<file path="src/rtl/bmx_pkg.sv">
// Shared types for the burst bus master sequencer.
// Assumes a 64-bit data path and a 2-bit port-width code (0=64 .. 3=8 bits).
package bmx_pkg;
    typedef enum logic [1:0] {
        KIND_PLAIN = 2'd0,
        KIND_CACHE = 2'd1,
        KIND_DMA   = 2'd2,
        KIND_RSVD  = 2'd3
    } kind_e;

    typedef enum logic {
        ST_IDLE = 1'b0,
        ST_BUSY = 1'b1
    } state_e;
endpackage

</file>
<file path="src/rtl/bmx_plan.sv">
// Transfer planner: classifies a request as a line operation or a single
// access, works out the total beat count for the port width and the start
// address. Purely combinational; assumes inputs are the request fields.
module bmx_plan #(
    parameter int ADDR_W      = 32,
    parameter int CNT_W       = 6,
    parameter int LINE_DWORDS = 4
) (
    input  logic [1:0]        kind,
    input  logic              write,
    input  logic              atomic,
    input  logic [3:0]        asi,
    input  logic [1:0]        size,
    input  logic [1:0]        psel,
    input  logic [ADDR_W-1:0] addr,
    output logic              is_line,
    output logic [CNT_W-1:0]  beats,
    output logic [ADDR_W-1:0] start_addr
);
    import bmx_pkg::*;
    localparam int LINE_BYTES = LINE_DWORDS * 8;

    logic       asi_ok;
    logic [1:0] log2w;

    // classify the request and size it in beats
    always_comb begin
        asi_ok  = (asi[3:2] == 2'b10);
        is_line = !atomic && (((kind == KIND_CACHE) && !write && asi_ok) || (kind == KIND_DMA));
        log2w   = 2'd3 - psel;
        if (is_line)
            beats = CNT_W'(LINE_DWORDS) << psel;
        else if (size > log2w)
            beats = CNT_W'(1) << (size - log2w);
        else
            beats = CNT_W'(1);
        start_addr = is_line ? (addr & ~ADDR_W'(LINE_BYTES - 1)) : addr;
    end
endmodule

</file>
<file path="src/rtl/bmx_lanes.sv">
// Data lane handling: shifts narrow read beats into a 64-bit holding
// register (earlier bytes end up more significant) and picks the write
// slice for the current beat out of left-justified request data.
// Assumes narrow ports use the lowest lanes of the data bus.
module bmx_lanes #(
    parameter int DATA_W = 64
) (
    input  logic              clk,
    input  logic              rst_n,
    input  logic              clear,
    input  logic              fire,
    input  logic [1:0]        psel,
    input  logic              is_line,
    input  logic [1:0]        size,
    input  logic [2:0]        pos,
    input  logic [DATA_W-1:0] wdata,
    input  logic [DATA_W-1:0] bus_rdata,
    output logic [DATA_W-1:0] bus_wdata,
    output logic [DATA_W-1:0] rd_data
);
    localparam int SH_W = $clog2(DATA_W) + 1;

    logic [SH_W-1:0]   wbits, sbits, pshift;
    logic [DATA_W-1:0] rmask, just, moved;

    // lane widths, read mask and write slice selection
    always_comb begin
        wbits     = SH_W'(DATA_W) >> psel;
        rmask     = {DATA_W{1'b1}} >> (SH_W'(DATA_W) - wbits);
        sbits     = is_line ? SH_W'(DATA_W) : (SH_W'(8) << size);
        pshift    = SH_W'(pos) * wbits;
        just      = wdata << (SH_W'(DATA_W) - sbits);
        moved     = just << pshift;
        bus_wdata = moved >> (SH_W'(DATA_W) - wbits);
    end

    // shift each read beat into the holding register
    always_ff @(posedge clk) begin
        if (!rst_n || clear)
            rd_data <= '0;
        else if (fire)
            rd_data <= (rd_data << wbits) | (bus_rdata & rmask);
    end
endmodule

</file>
<file path="src/rtl/burst_bus_master.sv">
// Burst-capable bus master sequencer. Accepts one request while idle,
// strobes the address, offers a burst for line operations and settles
// burst-or-singles at the first ready. Assumes the slave acknowledge is
// meaningful only together with the first ready of a transaction.
module burst_bus_master #(
    parameter int ADDR_W      = 32,
    parameter int DATA_W      = 64,
    parameter int LINE_DWORDS = 4,
    localparam int CNT_W      = $clog2(LINE_DWORDS * 8 + 1),
    localparam int LIDX_W     = (LINE_DWORDS > 1) ? $clog2(LINE_DWORDS) : 1
) (
    input  logic              clk,
    input  logic              rst_n,
    input  logic [1:0]        port_sel,
    input  logic              req_valid,
    output logic              req_ready,
    input  logic              req_write,
    input  logic [1:0]        req_kind,
    input  logic              req_atomic,
    input  logic [3:0]        req_asi,
    input  logic [1:0]        req_size,
    input  logic [ADDR_W-1:0] req_addr,
    input  logic [DATA_W-1:0] req_wdata,
    output logic [LIDX_W-1:0] line_idx,
    output logic [DATA_W-1:0] rd_data,
    output logic              rd_dw_valid,
    output logic              req_done,
    output logic              bus_as_n,
    output logic              bus_breq_n,
    output logic [ADDR_W-1:0] bus_addr,
    output logic              bus_we,
    output logic [DATA_W-1:0] bus_wdata,
    input  logic [DATA_W-1:0] bus_rdata,
    input  logic              bus_rdy_n,
    input  logic              bus_back_n
);
    import bmx_pkg::*;
    localparam int BYTES = DATA_W / 8;

    state_e            state;
    logic              first_q, decided_q, burst_q, line_q, write_q;
    logic [1:0]        psel_q, size_q;
    logic [CNT_W-1:0]  beats_q, cnt_q;
    logic [ADDR_W-1:0] addr_q;

    logic              plan_line;
    logic [CNT_W-1:0]  plan_beats;
    logic [ADDR_W-1:0] plan_start;
    logic              accept, fire, last, burst_now;
    logic [2:0]        pmask, pos;

    bmx_plan #(.ADDR_W(ADDR_W), .CNT_W(CNT_W), .LINE_DWORDS(LINE_DWORDS)) plan_i (
        .kind(req_kind), .write(req_write), .atomic(req_atomic), .asi(req_asi),
        .size(req_size), .psel(port_sel), .addr(req_addr),
        .is_line(plan_line), .beats(plan_beats), .start_addr(plan_start)
    );

    bmx_lanes #(.DATA_W(DATA_W)) lanes_i (
        .clk(clk), .rst_n(rst_n), .clear(accept), .fire(fire), .psel(psel_q),
        .is_line(line_q), .size(size_q), .pos(pos), .wdata(req_wdata),
        .bus_rdata(bus_rdata), .bus_wdata(bus_wdata), .rd_data(rd_data)
    );

    // handshake, beat position and pin decode
    always_comb begin
        accept     = req_valid && (state == ST_IDLE);
        fire       = (state == ST_BUSY) && !bus_rdy_n;
        last       = (cnt_q == beats_q - CNT_W'(1));
        burst_now  = decided_q ? burst_q : (line_q && !bus_back_n);
        pmask      = 3'b111 >> (2'd3 - psel_q);
        pos        = cnt_q[2:0] & pmask;
        line_idx   = LIDX_W'(cnt_q >> psel_q);
        req_ready  = (state == ST_IDLE);
        bus_as_n   = !((state == ST_BUSY) && first_q);
        bus_breq_n = !((state == ST_BUSY) && first_q && line_q && !decided_q);
        bus_we     = (state == ST_BUSY) && write_q;
        bus_addr   = addr_q;
    end

    // transaction sequencer: accept, strobe, count readies, finish
    always_ff @(posedge clk) begin
        if (!rst_n) begin
            state       <= ST_IDLE;
            first_q     <= 1'b0;
            decided_q   <= 1'b0;
            burst_q     <= 1'b0;
            line_q      <= 1'b0;
            write_q     <= 1'b0;
            psel_q      <= 2'd0;
            size_q      <= 2'd0;
            beats_q     <= '0;
            cnt_q       <= '0;
            addr_q      <= '0;
            req_done    <= 1'b0;
            rd_dw_valid <= 1'b0;
        end else begin
            req_done    <= 1'b0;
            rd_dw_valid <= 1'b0;
            if (accept) begin
                state     <= ST_BUSY;
                first_q   <= 1'b1;
                decided_q <= 1'b0;
                burst_q   <= 1'b0;
                line_q    <= plan_line;
                write_q   <= req_write;
                psel_q    <= port_sel;
                size_q    <= req_size;
                beats_q   <= plan_beats;
                cnt_q     <= '0;
                addr_q    <= plan_start;
            end else if (fire) begin
                decided_q   <= 1'b1;
                burst_q     <= burst_now;
                addr_q      <= addr_q + (ADDR_W'(BYTES) >> psel_q);
                rd_dw_valid <= (pos == pmask) || last;
                if (last) begin
                    state    <= ST_IDLE;
                    first_q  <= 1'b0;
                    req_done <= 1'b1;
                end else begin
                    cnt_q   <= cnt_q + CNT_W'(1);
                    first_q <= !burst_now;
                end
            end else if (state == ST_BUSY) begin
                first_q <= 1'b0;
            end
        end
    end
endmodule

</file>
<file path="config.mk">
export PLATFORM = sky130hd
export DESIGN_NAME = burst_bus_master
export DESIGN_NICKNAME = d
export VERILOG_FILES = /design/src/rtl/bmx_pkg.sv /design/src/rtl/bmx_plan.sv /design/src/rtl/bmx_lanes.sv /design/src/rtl/burst_bus_master.sv
export SDC_FILE = /design/constraint.sdc
export NUM_CORES = 1
export LEC_CHECK = 0
export BUFFER_PORTS_ARGS = -buffer_cell sky130_fd_sc_hd__buf_4
export CAP_MARGIN = 25
export CORE_ASPECT_RATIO = 1.75
export CORE_MARGIN = 8
export CORE_UTILIZATION = 47
export DETAILED_ROUTE_END_ITERATION = 8
export PLACE_DENSITY = 0.8
export SETUP_SLACK_MARGIN = 0.2
export SLEW_MARGIN = 25
export SYNTH_ARGS = -nofsm -noshare
export SYNTH_HDL_FRONTEND = slang
export SYNTH_SLANG_ARGS = --single-unit
export TNS_END_PERCENT = 30
</file>
<file path="constraint.sdc">
create_clock -name clk -period 4.4 [get_ports clk]
set_input_delay 0.88 -clock clk [delete_from_list [all_inputs] [get_ports clk]]
set_output_delay 0.88 -clock clk [all_outputs]
set_load 0.01 [all_outputs]
</file>
## Yosys cells after proc, flatten, opt, wreduce, memory -nomap -nowiden

Index checks and enable logic that the tools add are counted.

| word-level totals | value |
|---|---|
| output and inout bits | 168 |
| bits in writable memories | 0 |
| logic and storage cells | 92 |
| memories | 0 |
| bits of input ports | 177 |
| bits in registers | 120 |
| memory bits (read-only) | 0 |
| latch bits | 0 |

| operators by class | value |
|---|---|
| add/sub/neg operators | 8 |
| eq/ne operators | 5 |
| reduce and logical (&&, ||, !) cells | 29 |
| divide/modulo/power cells | 0 |
| $mul | 1 |
| multiplexer cells | 15 |
| shift-type cells | 12 |
| bitwise logic cells | 7 |
| $lt $le $gt $ge | 1 |

Operators with widths:

| kind | number |
|---|---|
| << shifter 64 x 7 -> 64 bit | 3 |
| bitwise AND 64 bit | 1 |
| 2-to-1 mux 32 bit | 2 |
| bitwise OR 64 bit | 1 |
| right shift 64 x 7 -> 64 bit | 1 |
| right shift 64 x 7 -> 64 bit (first input constant) | 1 |
| adder 32 bit | 1 |
| right shift 4 x 2 -> 32 bit (first input constant) | 1 |
| subtractor 7 bit (first input constant) | 2 |
| 2-to-1 mux 6 bit | 2 |
| logical AND 1 bit | 10 |
| zero test 1 bit | 9 |
| 2-to-1 mux 1 bit | 9 |
| multiplier 3 x 7 -> 7 bit | 1 |
| 2-to-1 mux 7 bit | 1 |
| << shifter 4 x 2 -> 7 bit (first input constant) | 1 |
| right shift 7 x 2 -> 7 bit (first input constant) | 1 |
| adder 6 x 1 -> 6 bit (second input constant) | 1 |
| == test 6 bit | 1 |
| << shifter 1 x 2 -> 6 bit (first input constant) | 1 |
| << shifter 3 x 2 -> 6 bit (first input constant) | 1 |
| right shift 6 x 2 -> 2 bit | 1 |
| subtractor 6 x 1 -> 6 bit (second input constant) | 1 |
| 2-to-1 mux 5 bit | 1 |
| other kinds (15) | 24 |

## Longest topological paths before layout

| depth | value |
|---|---|
| word-level depth | 7 |
| gate-level depth with buffers | 17 |

## Hierarchy

Synthesis repeated with hierarchy kept, for this count alone.

| second synthesis, totals | value |
|---|---|
| cell total of the unflattened synthesis | 1490 |
| area total of the unflattened synthesis | 11715.0 sq um |

Modules (own cells, without submodules):

| module | sequential area each (sq um) | area each (sq um) | cells an instance | instances |
|---|---|---|---|---|
| bmx_lanes | 1281.2 | 8280.4 | 1057 | 1 |
| burst_bus_master | 1121.1 | 3001.6 | 378 | 1 |
| bmx_plan | 0.0 | 432.9 | 55 | 1 |

## Least setup slack after synthesis

No wires, ideal clock.

| timing path | value |
|---|---|
| path kind | reg2out |
| start | register psel_q[1] |
| end | output bus_wdata[18] |
| cell stages (with the launch flop) | 18 |
| path slack | -236 ps |
| required time | 3520 ps |
| arrival time | 3756 ps |
| cells stage by stage | dfxtp_1 -> buf_2 -> clkbuf_1 -> nand2_1 -> inv_1 -> clkbuf_1 -> nand2_1 -> fa_1 -> inv_1 -> ha_1 -> buf_2 -> clkinv_1 -> nand2_1 -> clkbuf_1 -> o211ai_1 -> a21oi_1 -> nand2_1 -> o21ai_0 |

| between the ends | value |
|---|---|
| cells in the longest elaborated chain, start to end | 6 |
| elaborated cells on any way between the ends | 8 |
| those cells by class | add/sub: 2; mul: 1; shift: 4; bitwise: 1 |

Ends and longest elaborated chain:

| element | line | RTL |
|---|---|---|
| start, declared | burst_bus_master.sv:42 | `logic [1:0] psel_q, size_q;` |
| start signal, assigned | burst_bus_master.sv:106 | `psel_q <= port_sel;` |
| subtractor 2 bit | burst_bus_master.sv:70 | `pmask = 3'b111 >> (2'd3 - psel_q);` |
| right shift 3 x 2 -> 3 bit | burst_bus_master.sv:70 |  |
| bitwise AND 3 bit | burst_bus_master.sv:71 | `pos = cnt_q[2:0] & pmask;` |
| multiplier 3 x 7 -> 7 bit | bmx_lanes.sv:31 | `pshift = SH_W'(pos) * wbits;` |
| << shifter 64 x 7 -> 64 bit | bmx_lanes.sv:33 | `moved = just << pshift;` |
| right shift 64 x 7 -> 64 bit * | bmx_lanes.sv:34 | `bus_wdata = moved >> (SH_W'(DATA_W) - wbits);` |
| end, declared | burst_bus_master.sv:32 | `output logic [DATA_W-1:0] bus_wdata,` |

Every way passes the cells marked *; elsewhere a longest branch is shown, timed or not.

## Worst setup path after layout

| timing path | value |
|---|---|
| start | register psel_q[0] |
| end | output bus_wdata[1] |

Same word-level chain as after synthesis.

==> key figures <==
STA
  • Final setup skew: roughly 0.0074 ns
  • Final max-slew violation count: 0
  • RSZ-0062 raised after global routing: true
  • Setup violators final: 0
  • Slew margin rel.: 35.4%
  • Final Cycle Share: between 90 and 100%
  • Min Tclk post-route: 4.24 ns
  • Worst Tran Pin Value: slightly below 1 ns
  • Hold Vio Cnt, Final: 0
  • Achievable Freq: 236 MHz

Critical path
  • FF-to-FF path depth: 12
  • Crit Reg-Reg Endpoint: bus_addr[28]$_SDFFE_PN0P_
  • WP depth: 14
  • Delay-heaviest family, CP: adder cells
  • Critical Path Start Type: flop
  • Critical path class: flop to primary output
  • Reg2reg start: psel_q[1]$_SDFFE_PN0P_
  • Worst EP required: 3.52 ns
  • CP bufs+invs: 4
  • Worst path max stage delay: around 0.52 ns
  • Crit path max-delay cell type: fa_1
  • Worst-path maximum fanout: 7
  • Critical path arrival: approximately 3.4 ns
  • R2R setup slack: approximately 1.7 ns
  • Crit-path cells: nand2b_4 -> inv_2 -> nand2_2 -> fa_1 -> inv_2 -> ha_4 -> nor2b_4 -> and3_4 -> a22oi_2 -> o21ai_4 -> nand2b_1 -> a311oi_4 -> buf_4 -> buf_4
  • Critical Path Sink Type: primary output

Place
  • GP Congestion: 1.10
  • Placed wire-length estimate: 37,600 um
  • Placed Area: 13,100 um^2
  • I/O Buffers: 342
  • Placed instance count: around 1,900

Die
  • IO Pins: 345
  • FP Rows: 70
  • Core footprint: approximately 21,000 um^2
  • Die H: between 200 and 250 um
  • Die X: roughly 130 um
  • Die Area: 26,200 um^2
  • Starting Density: 47.7%

Yosys
  • Simple-Gate Fraction of Synth Area: 26.0%
  • Post-synth ARST share: 0%
  • Post-synthesis sequential area ratio: approximately a quarter
  • Largest area contributor in the synthesized netlist: dfxtp_1
  • Ys Warns: 0
  • Mux cell area share after synthesis: 12.8%
  • Post-synthesis compound-gate area fraction: 25.7%
  • Mapped Nets: 1,515
  • Synth top area share: between 20% and 30%
  • Post-synthesis xor/xnor area fraction: 2.91%
  • Distinct cell type count after synthesis: 87
  • EDFF count, synth: 0
  • Syn avg cell area: approximately 7.5 um^2
  • Largest family of logic cells by synthesized area: simple AND/OR/NAND/NOR gates
  • Mapped Cells: 1,325
  • Register bit total from synthesis: between 100 and 150
  • Adder-cell area share of the yosys netlist: approximately 1.9%
  • Top post-synthesis cells by area: dfxtp_1 (24%), mux4_2 (7.5%), nor2_1 (7.0%), nand2_1 (5.9%), a21oi_1 (5.6%)
  • Cell Area, Synth: a little under 10,000 um^2
  • Main synth FF type: dfxtp_1

Power and ir drop
  • Total power: around 3.8 mW
  • Cell internal pwr: roughly 2.6 mW
  • Combinational share of power: 27.9%
  • Switch Pwr: between 1 and 1.5 mW
  • Sw frac: 31.7%
  • Clk pwr share: 40.2%
  • Worst VDD drop: a little under 0.2 mV
  • Leakage power: 5.88 nW
  • Power per cell area: between 200 and 300 nW/um^2
  • Sequential power share: 31.9%

Hold path
  • Hold EP: write_q$_SDFFE_PN0P_
  • Hold Path Cell Cnt: 2
  • Worst Hold Class: flop to flop
  • HP Start: write_q$_SDFFE_PN0P_

Drt
  • Routed via count: approximately 13,000
  • Total Wirelength: between 50,000 and 60,000 um
  • 1st-iter DRT viols: 1,463
  • Vias per cell: 6.44
  • # DRC: 0
  • Remaining antenna violation count after routing: 0
  • 1st-pass router iterations: 5
  • Routed WL per cell: 25.6 um

Global route
  • Vias in the first global route: 12,671
  • First-pass GRT wire length: 74,800 um
  • GR Util All Layers: a little under two fifths
  • Remaining Overflow, GRT: 0
  • Initial antenna violation count: 1
  • Largest net degree at the start of global routing: 73

CTS
  • Clock transition at path regs: around 0.060 ns
  • Post-CTS Hold Fix Bufs: 0
  • Clock sink total: 120
  • CTS tree: done
  • Max Buffers Root-to-Sink: 2
  • Clk Latency, worst-skew pair: roughly 0.42 ns
  • CTS Buf Count: 17
  • H-Tree Level Count: 4
  • CTS Root Buffer Type: clkbuf_16

Flow run
  • Max-cap violations: 0

Layout
  • Non-filler cells, final: 1,952
  • Post-route cell area: 14,100 um^2
  • Layout cells sized above 1: 35.2%
  • P&R area growth vs syn: 42.3%
  • Fin nets: 1,876

Outcome
  • Outcome: finished clean
==> worst reg2reg max path, delay by kind of cell (launching register included) <==
family,cells,cell delay (ns)
flip-flops,1,0.41
buffers and inverters,3,0.33
AO/OA/AOI/OAI,4,0.77
adder cells (fa/ha/maj),2,0.59
AND/OR/NAND/NOR,3,0.57
==> routing by layer <==
metal	wire [um]	track usage [%]
met3	3850	8.58
met5	0	0
met2	25600	65.4
met1	16100	35.8
met4	4540	30.5
==> metrics by stage <==
step	TNS [ns]	hold slack, ns	worst slack [ns]	utilization (%)
global route	0	0.483	0.0607	67.8
detailed placement	-0.0554	0.449	-0.0554	62.8
CTS	0	0.457	0.152	67.1
global placement	0	0.441	0.00881	62.8
finish	0	0.453	0.162	67.8
floorplan	0	0.432	0.208	-
==> flip-flops by register name (all words and copies together), names as in the netlist <==
signal	flops
psel_q	2
beats_q	6
req_done	1
state	1
first_q	1
bus_addr	32
line_q	1
burst_q	1
rd_dw_valid	1
lanes_i.rd_data	64
decided_q	1
write_q	1
size_q	2
cnt_q	6
==> final cells by class <==
cell class | count | area (um^2)
clock buffers | 17 | 425
repair buffers | 458 | 3490
inverters | 31 | 126
multi-input cells | 1058 | 7160
well taps | 252 | 315
diodes | 1 | 2.50
clock inverters | 15 | 214
fillers | 1740 | 6710
flip-flops and latches | 120 | 2410
==> cells by family after synthesis <==
| kind of cell | count (synthesis) |
|---|---|
| AND/OR/NAND/NOR | 549 |
| AO/OA/AOI/OAI | 381 |
| buffers and inverters | 147 |
| flip-flops | 120 |
| multiplexers | 82 |
| XOR/XNOR | 33 |
| adder cells (fa/ha/maj) | 13 |
==> placed cells by master (no fill, tap or decap), types with 17 or more instances in the layout <==
cell type	netlist	layout
nor2b_1	19	17
o21ai_0	57	50
a21oi_1	112	110
inv_1	28	23
mux2i_1	42	42
a211oi_1	40	38
buf_4	7	450
mux4_2	33	33
dfxtp_1	120	118
nor2_1	184	181
o22ai_1	26	24
clkbuf_16	0	17
nand2_1	157	148
nor3_1	49	47
xnor2_1	23	22
nand3_1	39	38
==> cells in the mapped netlist, drive strengths merged (8+ instances only) <==
| cell type | n |
|---|---|
| nand3 | 40 |
| mux2i | 43 |
| clkbuf | 55 |
| a21oi | 112 |
| a31oi | 11 |
| and3 | 18 |
| and2 | 13 |
| xnor2 | 23 |
| nand2b | 11 |
| mux4 | 35 |
| nand4 | 10 |
| dfxtp | 120 |
| o22ai | 26 |
| buf | 60 |
| a311oi | 16 |
| o221ai | 15 |
| nand4bb | 9 |
| inv | 29 |
| o211ai | 14 |
| xor2 | 10 |
| nor2b | 19 |
| a22oi | 8 |
| nor2 | 184 |
| a211oi | 41 |
| ha | 10 |
| nand2 | 157 |
| o21ai | 61 |
| a221oi | 10 |
| nor3 | 49 |
==> worst max path at each step <==
stage                                 from            end  slack [ns]
floorplan           psel_q[1]$_SDFFE_PN0P_   bus_wdata[1]        0.21
global placement    psel_q[0]$_SDFFE_PN0P_   bus_wdata[1]       0.009
CTS                 psel_q[1]$_SDFFE_PN0P_   bus_wdata[1]        0.15
detailed placement  psel_q[0]$_SDFFE_PN0P_   bus_wdata[1]       -0.06
finish              psel_q[0]$_SDFFE_PN0P_   bus_wdata[1]        0.16
global route        psel_q[0]$_SDFFE_PN0P_  bus_wdata[31]        0.06
==> power groups by stage <==
stage	Combinational, mW	Sequential (mW)	Clock, mW
after floorplan	0.489	1.23	0
after global placement	0.982	1.22	0
after detailed placement	0.993	1.22	0
after CTS	1.02	1.20	1.53
after global routing	1.12	1.21	1.57
final	1.05	1.20	1.52
==> timing repair <==
item,in CTS,in global routing
pin swaps,5,8
setup buffers,12,2
gates resized for setup,32,39
endpoints found under the setup margin,55,40
(Power assumes the default switching activity.)
